<file path="src/rtl/udt_pkg.sv">
// Shared encodings for the double-buffered serial transmitter.
// Assumes: parity codes above PAR_ZERO are treated as "no parity".
package udt_pkg;
    typedef enum logic [2:0] {
        PAR_NONE = 3'd0,
        PAR_EVEN = 3'd1,
        PAR_ODD  = 3'd2,
        PAR_ONE  = 3'd3,
        PAR_ZERO = 3'd4
    } par_mode_e;
endpackage

</file>
<file path="src/rtl/udt_bit_timer.sv">
// Divides the baud tick by TICKS_PER_BIT while a frame is active and
// pulses bit_end on the last tick of each bit (falling edge of the bit clock).
// Assumes: baud_tick is a one-clock pulse; load restarts the count.
module udt_bit_timer #(
    parameter int TICKS_PER_BIT = 16
) (
    input  logic clk,
    input  logic rst_n,
    input  logic busy,
    input  logic load,
    input  logic baud_tick,
    output logic bit_end
);
    localparam int TW = (TICKS_PER_BIT > 1) ? $clog2(TICKS_PER_BIT) : 1;
    localparam logic [TW-1:0] LAST = TW'(TICKS_PER_BIT - 1);

    logic [TW-1:0] cnt;

    // Count baud ticks within the current bit, held at zero while idle.
    always_ff @(posedge clk) begin
        if (!rst_n || !busy || load) begin
            cnt <= '0;
        end else if (baud_tick) begin
            cnt <= (cnt == LAST) ? '0 : cnt + 1'b1;
        end
    end

    assign bit_end = busy && baud_tick && (cnt == LAST);


    tick_hold_chk: assert property (@(posedge clk) disable iff (!rst_n)
        (busy && !baud_tick && !load) |=> (cnt == $past(cnt)));
endmodule

</file>
<file path="src/rtl/udt_hold_reg.sv">
// One-character holding register in front of the shift register.
// Accepts a host write only when enabled and empty; frees itself on take.
// Assumes: take is only raised while full is set.
module udt_hold_reg #(
    parameter int DATA_W = 8
) (
    input  logic              clk,
    input  logic              rst_n,
    input  logic              enabled,
    input  logic              wr_stb,
    input  logic [DATA_W-1:0] wr_data,
    input  logic              take,
    output logic              full,
    output logic              ready,
    output logic [DATA_W-1:0] data
);
    logic accept;

    assign ready  = enabled && !full;
    assign accept = wr_stb && ready;

    // Track whether a character is waiting.
    always_ff @(posedge clk) begin
        if (!rst_n) begin
            full <= 1'b0;
        end else if (take) begin
            full <= 1'b0;
        end else if (accept) begin
            full <= 1'b1;
        end
    end

    // Capture the host character on an accepted write.
    always_ff @(posedge clk) begin
        if (!rst_n) begin
            data <= '0;
        end else if (accept) begin
            data <= wr_data;
        end
    end


    ignored_write_chk: assert property (@(posedge clk) disable iff (!rst_n)
        (wr_stb && !ready) |=> (data == $past(data)));
endmodule

</file>
<file path="src/rtl/udt_frame_shifter.sv">
// Builds a frame image from a character and the format inputs, then
// shifts it out one bit per bit_end, start bit first, LSB-first data.
// Assumes: DATA_W >= 8 so that codes 0..3 map to 5..8 data bits.
module udt_frame_shifter
    import udt_pkg::*;
#(
    parameter int DATA_W = 8
) (
    input  logic              clk,
    input  logic              rst_n,
    input  logic              load,
    input  logic [DATA_W-1:0] data,
    input  logic [1:0]        fmt_bits,
    input  logic [2:0]        fmt_par,
    input  logic              fmt_stop2,
    input  logic              bit_end,
    output logic              busy,
    output logic              txd
);
    localparam int SREG_W = DATA_W + 3;
    localparam int CNT_W  = $clog2(DATA_W + 5);

    logic [SREG_W-1:0] img;
    logic [SREG_W-1:0] data_x;
    logic [SREG_W-1:0] sreg;
    logic [CNT_W-1:0]  img_len;
    logic [CNT_W-1:0]  left;
    logic              par_bit;
    logic              par_on;
    logic              ones;

    assign data_x = SREG_W'(data);

    // Compose the post-start bit image and the total frame length.
    always_comb begin
        int ndata;
        ndata = 5 + int'(fmt_bits);
        ones  = 1'b0;
        for (int i = 0; i < SREG_W; i++) begin
            if (i < ndata) ones = ones ^ data_x[i];
        end
        par_on = 1'b1;
        case (par_mode_e'(fmt_par))
            PAR_EVEN: par_bit = ones;
            PAR_ODD:  par_bit = ~ones;
            PAR_ONE:  par_bit = 1'b1;
            PAR_ZERO: par_bit = 1'b0;
            default: begin
                par_bit = 1'b1;
                par_on  = 1'b0;
            end
        endcase
        for (int i = 0; i < SREG_W; i++) begin
            if (i < ndata)                 img[i] = data_x[i];
            else if (i == ndata && par_on) img[i] = par_bit;
            else                           img[i] = 1'b1;
        end
        img_len = CNT_W'(2 + ndata + (par_on ? 1 : 0) + (fmt_stop2 ? 1 : 0));
    end

    // Launch the start bit on load, then advance one bit per bit_end.
    always_ff @(posedge clk) begin
        if (!rst_n) begin
            busy <= 1'b0;
            txd  <= 1'b1;
            sreg <= '1;
            left <= '0;
        end else if (load) begin
            busy <= 1'b1;
            txd  <= 1'b0;
            sreg <= img;
            left <= img_len;
        end else if (bit_end) begin
            if (left == CNT_W'(1)) begin
                busy <= 1'b0;
                txd  <= 1'b1;
            end else begin
                txd  <= sreg[0];
                sreg <= {1'b1, sreg[SREG_W-1:1]};
                left <= left - 1'b1;
            end
        end
    end


    idle_mark_chk: assert property (@(posedge clk) disable iff (!rst_n)
        !busy |-> txd);

    start_low_chk: assert property (@(posedge clk) disable iff (!rst_n)
        $rose(busy) |-> !txd);
endmodule

</file>
<file path="src/rtl/uart_dbuf_tx.sv">
// Double-buffered asynchronous serial transmitter: enable state, holding
// register, bit timer and frame shifter. A disable lets the active frame
// finish and keeps any waiting character for the next enable.
// Assumes: format inputs are stable while a character is being loaded.
module uart_dbuf_tx #(
    parameter int DATA_W        = 8,
    parameter int TICKS_PER_BIT = 16
) (
    input  logic              clk,
    input  logic              rst_n,
    input  logic              baud_tick,
    input  logic              en_cmd,
    input  logic              dis_cmd,
    input  logic              wr_stb,
    input  logic [DATA_W-1:0] wr_data,
    input  logic [1:0]        fmt_bits,
    input  logic [2:0]        fmt_par,
    input  logic              fmt_stop2,
    output logic              tx_ready,
    output logic              tx_empty,
    output logic              txd
);
    logic              enabled;
    logic              hold_full;
    logic [DATA_W-1:0] hold_data;
    logic              busy;
    logic              load;
    logic              bit_end;

    // Enable state: disable wins over a simultaneous enable.
    always_ff @(posedge clk) begin
        if (!rst_n) begin
            enabled <= 1'b0;
        end else if (dis_cmd) begin
            enabled <= 1'b0;
        end else if (en_cmd) begin
            enabled <= 1'b1;
        end
    end

    assign load     = enabled && hold_full && !busy;
    assign tx_empty = !hold_full && !busy;

    udt_hold_reg #(.DATA_W(DATA_W)) u_hold (
        .clk     (clk),
        .rst_n   (rst_n),
        .enabled (enabled),
        .wr_stb  (wr_stb),
        .wr_data (wr_data),
        .take    (load),
        .full    (hold_full),
        .ready   (tx_ready),
        .data    (hold_data)
    );

    udt_bit_timer #(.TICKS_PER_BIT(TICKS_PER_BIT)) u_timer (
        .clk       (clk),
        .rst_n     (rst_n),
        .busy      (busy),
        .load      (load),
        .baud_tick (baud_tick),
        .bit_end   (bit_end)
    );

    udt_frame_shifter #(.DATA_W(DATA_W)) u_shift (
        .clk       (clk),
        .rst_n     (rst_n),
        .load      (load),
        .data      (hold_data),
        .fmt_bits  (fmt_bits),
        .fmt_par   (fmt_par),
        .fmt_stop2 (fmt_stop2),
        .bit_end   (bit_end),
        .busy      (busy),
        .txd       (txd)
    );


    ready_needs_enable_chk: assert property (@(posedge clk) disable iff (!rst_n)
        tx_ready |-> enabled);

    empty_line_high_chk: assert property (@(posedge clk) disable iff (!rst_n)
        tx_empty |-> txd);

    no_start_disabled_chk: assert property (@(posedge clk) disable iff (!rst_n)
        (!enabled && !busy) |=> !busy);
endmodule

</file>
<file path="config.mk">
export PLATFORM = sky130hd
export DESIGN_NAME = uart_dbuf_tx
export DESIGN_NICKNAME = d
export VERILOG_FILES = /design/src/rtl/udt_pkg.sv /design/src/rtl/udt_bit_timer.sv /design/src/rtl/udt_hold_reg.sv /design/src/rtl/udt_frame_shifter.sv /design/src/rtl/uart_dbuf_tx.sv
export SDC_FILE = /design/constraint.sdc
export NUM_CORES = 1
export LEC_CHECK = 0
export ABC_AREA = 1
export CAP_MARGIN = 20
export CORE_ASPECT_RATIO = 0.7
export CORE_MARGIN = 4
export CORE_UTILIZATION = 41
export DETAILED_ROUTE_END_ITERATION = 8
export HOLD_SLACK_MARGIN = 0.15
export SLEW_MARGIN = 30
export SYNTH_ARGS = -nofsm -noshare
export SYNTH_HDL_FRONTEND = slang
export SYNTH_SLANG_ARGS = --single-unit
</file>
<file path="constraint.sdc">
create_clock -name clk -period 4.4 [get_ports clk]
set_clock_uncertainty 0.1 [all_clocks]
set_input_delay 0.66 -clock clk [delete_from_list [all_inputs] [get_ports clk]]
set_output_delay 0.66 -clock clk [all_outputs]
set_load 0.02 [all_outputs]
</file>
==> impl_metrics.tcl, run 1 <==
set metrics [dict create \
    placed_area_sq_um 2060 \
    finalSetupTns_ns 0 \
    outcome "completed" \
    hold_buffers 0 \
    clk_pin_slew_ns 0.06 \
    r2r_slack_ns 2.07 \
    dp.final_hpwl_mm 2.97 \
    ant_nets 0 \
    yosysUniqueCellTypes 32 \
    grt_pass1_wl_mm 6.51 \
    clock_sink_count 31 \
    drv_slew 0 \
    core-area_sq_um 4090 \
    grt_pass1_vias 1431 \
    p_per_area_nw_per_um2 273 \
    p_comb_share_pct 13.1 \
    holdCritPathClass "reg -> reg" \
    pwr-share-seq_pct 49.3 \
    worstSetupEndpointType "register" \
    startpoint_type "primary input" \
    layout_commonest_cell "nand2_1" \
    p_sw_share_pct 24.7 \
    arrival_ns 2.74 \
    finalSetupViolCount 0 \
    fin_crit_ns 2.70 \
    cts_root_buffer "clkbuf_8" \
    yosys_warnings 0 \
    drive_above_1_share_pct 8.54 \
    first_pass_iters 4 \
    tritoncts "yes" \
    yosys-top-cells-area "dfxtp_1, nand2_1, inv_1, ha_1, a21oi_1" \
    cts.path.max_buffers 2 \
    final_cell_mix "nand2_1, inv_1, dfxtp_1, clkdlybuf4s50_1, nor2_1" \
    die_y_um 63.8 \
    cts_made_buffers 5 \
    drc_errors 0 \
    syn_area_per_cell_sq_um 7.00 \
    worst_slew_pin_slew_ns 0.588 \
    placementRows 19 \
    drt_wl_total_mm 3.93 \
    nFillCells 400 \
    relSlewSlack_pct 60.7 \
    hold_viol 0 \
    routedWlPerCell_um 11.8 \
    cts_setup_buffers 0 \
    antenna_found_initial 0 \
    syn_inst 260 \
    insertion_delay_ns 0.27 \
    pre_cts_ws_ns 1.43 \
    syn-num-nets 292 \
    worst_slack_ns 1.70 \
    h-tree-depth 2 \
    required_ns 4.44 \
    grt_max_degree 21 \
    overflow 0 \
    criticalPathCategory "in -> reg" \
    start_util_pct 44.5 \
    fin_crit_sh_pct 61.4 \
    antenna_cells 0 \
    synth_top_area_share_pct 34.1 \
    rr_worst_depth 8 \
    synth.cell_area_sq_um 1820 \
    yosysTopAreaCell "dfxtp_1" \
    die_x_um 87.6 \
    holdWs_ns 0.375 \
    clockPowerShare_pct 37.6 \
    drtIter0Drc 80 \
    rsz0062_at_grt "false" \
    seq_area_frac_synth_pct 34.1 \
    grt_usage_pct 14.6 \
    viasPerCell 4.77 \
    port_buffers 22 \
    syn2layout_area_growth_pct 17.9 \
    ir_drop_mv 0.170 \
    fmax_mhz 370 \
    dieArea_sq_um 5590 \
    vias 1589 \
    worstPathMaxFanout 5 \
    place.gp.congestion 0.860 \
    synth-seq-cells 31 \
    io_pins 23 \
    fin_nets 313 \
    intPower_mw 0.442 \
    leakagePower_nw 0.930 \
    ctsResizeCount 0 \
    design_area_sq_um 2150 \
    cap_violations 0 \
    p_switching_mw 0.145 \
    holdPathStages 2 \
]
## synth_stat cells (all sizes together)
library cell	number
a21oi	23
a211oi	4
nor3	5
clkbuf	5
nor2	23
buf	4
nand2	68
nand4	5
fa	1
a221oi	1
nand3	14
nor3b	1
o211ai	7
ha	11
or2	1
inv	39
o21ai	15
xor2	2
dfxtp	31
## layout make-up
class                           instances  area [sq um]  area share, %
Clock inverter                          1          5.00          0.233
Inverter                               39           146           6.82
Multi-Input combinational cell        181          1000           46.6
Sequential cell                        31           621           28.9
Timing Repair Buffer                   23           228           10.6
Tap cell                               52          65.1           3.03
Clock buffer                            6          82.6           3.85
## logic make-up after synthesis
group | count (synthesis) | share of synthesized area (%)
AO/OA/AOI/OAI | 50 | 17.7
flip-flops | 31 | 34.1
AND/OR/NAND/NOR | 117 | 27.6
adder cells (fa/ha/maj) | 12 | 8.66
buffers and inverters | 48 | 11.0
XOR/XNOR | 2 | 0.962
## power groups by stage
stage          clock, mW  combinational (mW)  sequential, mW
3_3_place_gp           0              0.0761           0.296
5_1_grt            0.241              0.0866           0.290
3_5_place_dp           0              0.0769           0.295
2_1_floorplan          0              0.0446           0.295
4_1_cts            0.229              0.0773           0.289
6_report           0.221              0.0766           0.289
## layer usage
| metal | up-vias | wire, um | track usage, % |
|---|---|---|---|
| met5 | - | 0 | 0 |
| met4 | 0 | 3 | 3.45 |
| met3 | 2 | 129 | 4.24 |
| met2 | 21 | 1510 | 19.9 |
| met1 | 692 | 2280 | 22.3 |
| li1 | 874 | - | - |
## path summary, 6_finish.rpt
path / end / startpoint
max: u_shift.sreg[10]$_SDFFE_PN1P_ / fmt_bits[0]
min: u_shift.txd$_SDFFE_PN1P_ / u_shift.txd$_SDFFE_PN1P_
max reg2reg: u_shift.left[0]$_SDFFE_PN0P_ / u_hold.full$_SDFFE_PP0P_
min reg2reg: u_shift.txd$_SDFFE_PN1P_ / u_shift.txd$_SDFFE_PN1P_
## sequential cells by signal (all words and copies together), names as in the netlist
| name | flops |
|---|---|
| u_shift.txd | 1 |
| u_shift.busy | 1 |
| u_hold.data | 8 |
| u_hold.full | 1 |
| u_timer.cnt | 4 |
| u_shift.left | 4 |
| u_shift.sreg | 11 |
| enabled | 1 |
## stage by stage
stage | std cells | util (%) | power (mW)
finish | 333 | 52.5 | 0.587
global route | 333 | 52.5 | 0.618
CTS | 333 | 52.5 | 0.596
floorplan | 260 | - | 0.339
detailed placement | 326 | 50.4 | 0.372
global placement | 326 | 50.4 | 0.372
## worst max-delay path: stages
cell and delay (ns):
clkdlybuf4s50_1 0.59, inv_1 0.13, ha_1 0.23, inv_1 0.14
nand3_1 0.09, nand2_1 0.08, inv_1 0.04, nand2_1 0.07
nand3_1 0.11, nand3_1 0.21, nand4_1 0.17, nand2_1 0.09
nand2_1 0.04, nand2_1 0.05, nand2_1 0.04
No activity file was read; power rests on OpenSTA's default activity.
==> run 2: changes to the inputs <==
==> constraint.sdc (replaced) <==
create_clock -name clk -period 2.39 [get_ports clk]
set_clock_uncertainty 0.1 [all_clocks]
set_input_delay 0.3585 -clock clk [delete_from_list [all_inputs] [get_ports clk]]
set_output_delay 0.3585 -clock clk [all_outputs]
set_load 0.02 [all_outputs]
==> impl_metrics.tcl, run 2 (synthesized netlist as in run 1, its figures left out) <==
set metrics [dict create \
    drc_errors 0 \
    cp.depth 15 \
    worst-path-buf-inv 2 \
    worstSetupEndpointType "register" \
    hold_viol 0 \
    wl_met2_mm 1.71 \
    drive_above_1_share_pct 13.9 \
    cpMostUsedCell "nand2_1" \
    path_cells "clkdlybuf4s50_1, buf_4, ha_1, o21ai_1, nand2_1, nand2_1, nand2_1, nand3_1, nand2_1, nand2_2, nand4_1, nand2_1, nand2_1, nand2_1, nand2_1" \
    vias 1677 \
    drtIter0Drc 66 \
    criticalPathCategory "in -> reg" \
    p_per_area_nw_per_um2 534 \
    placed_area_sq_um 2160 \
    fin_crit_ns 2.20 \
    ir_drop_mv 0.302 \
    drv_slew 0 \
    port_buffers 22 \
    crit_family "simple AND/OR/NAND/NOR gates" \
    r2r_slack_ns 0.54 \
    place.gp.congestion 0.798 \
    holdCritPathClass "reg -> reg" \
    hp-start "u_shift.left[3]$_SDFFE_PN0P_" \
    clock_sink_count 31 \
    largest_reg_flops 11 \
    r2r-start "u_timer.cnt[0]$_SDFFE_PP0P_" \
    reg_top3 "u_shift.sreg: 11 flops, u_hold.data: 8 flops" \
    cap_violations 0 \
    placementRows 19 \
    finalSetupTns_ns 0 \
    endpoint "u_shift.sreg[10]$_SDFFE_PN1P_" \
    cts_made_buffers 5 \
    regMostFlops "u_shift.sreg" \
    dp.final_hpwl_mm 3.17 \
    overflow 0 \
    hold_buffers 0 \
    worstPathMaxFanout 5 \
    fmax_mhz 455 \
    die_x_um 87.6 \
    clk_pin_slew_ns 0.06 \
    grt_usage_pct 15.8 \
    cts_root_buffer "clkbuf_8" \
    dieArea_sq_um 5590 \
    holdWs_ns 0.367 \
    outcome "completed" \
    grt_pass1_wl_mm 7.02 \
    worst_slew_pin_slew_ns 0.562 \
    insertion_delay_ns 0.28 \
    reg2reg_to "u_shift.left[0]$_SDFFE_PN0P_" \
    dp_cells 340 \
    fin_crit_sh_pct 91.9 \
    cts_setup_buffers 0 \
    drt_wl_total_mm 4.12 \
    h-tree-depth 2 \
    viasPerCell 4.82 \
    syn2layout_area_growth_pct 25.8 \
    design_area_sq_um 2290 \
    wl_met1_mm 2.18 \
    relSlewSlack_pct 62.5 \
    grt_max_degree 20 \
    antenna_found_initial 0 \
    critPathMaxStageDelay_ns 0.47 \
    stdcell_count 348 \
    core-area_sq_um 4090 \
    arrival_ns 2.27 \
    cts.path.max_buffers 2 \
    layout_commonest_cell "nand2_1" \
    ant_nets 0 \
    worst_path_max_delay_cell "clkdlybuf4s50_1" \
    grt_pass1_vias 1529 \
    finish.utilization_pct 56.0 \
    fin_nets 327 \
    ctsResizeCount 0 \
    die_y_um 63.8 \
    met3_length_um 209 \
    rr_worst_depth 10 \
    startpoint_type "primary input" \
    leakagePower_nw 1.02 \
    highest_layer "met4" \
    pre_cts_ws_ns -0.0692 \
    total_power_mw 1.22 \
    io_pins 23 \
    worstSetupStartpoint "fmt_bits[1]" \
    final_cell_mix "nand2_1, inv_1, dfxtp_1, clkdlybuf4s50_1, nor2_1" \
    required_ns 2.46 \
    finalSetupViolCount 0 \
    start_util_pct 44.5 \
    tritoncts "yes" \
    worst_slack_ns 0.194 \
    antenna_cells 0 \
    first_pass_iters 4 \
    routedWlPerCell_um 11.8 \
]
run 2: cell types whose count changed in the layout (fill, tap and decap cells not counted):
cell       change
nand2_1        -1
nand3_2        +1
nand2_2        +1
buf_4         +14
nand3_1        -1
bufinv_16      +1
run 2: worst min-delay path by stage:
stage	end	slack, ns	depth (start not counted)
after global routing	u_shift.sreg[1]$_SDFFE_PN1P_	0.40	2
after global placement	u_shift.txd$_SDFFE_PN1P_	0.35	2
final	u_shift.left[3]$_SDFFE_PN0P_	0.37	2
after floorplan	u_shift.sreg[0]$_SDFFE_PN1P_	0.34	2
after detailed placement	u_shift.sreg[2]$_SDFFE_PN1P_	0.36	2
after CTS	u_shift.left[3]$_SDFFE_PN0P_	0.37	2
run 2: final cells by class:
type                    count  area [sq um]
fillers                   395          1800
multi-input cells         181          1010
repair buffers             37           333
well taps                  52          65.1
clock buffers               6          82.6
inverters                  39           146
clock inverters             2          35.0
flip-flops and latches     31           621
run 2: per-layer routing:
layer	GRT usage, %	vias to the layer above
met4	3.45	0
met3	3.85	2
li1	-	904
met5	0	-
met1	24.3	745
met2	22.0	26
run 2: worst register-to-register path, cell delays in order, from the launching register on:
cell and delay [ns]:
dfxtp_1 0.36, ha_1 0.18, nand2_1 0.07, nor2_2 0.11, nand2_2 0.10, nor2_4 0.11, nor2_2 0.07, a21oi_4 0.13
inv_2 0.16, a211oi_1 0.27, a211oi_2 0.05
run 2: where the power goes:
group          internal [mW]  total [mW]  switching [mW]
combinational         0.0760       0.161          0.0854
sequential             0.526       0.532         0.00649
clock                  0.337       0.529           0.192
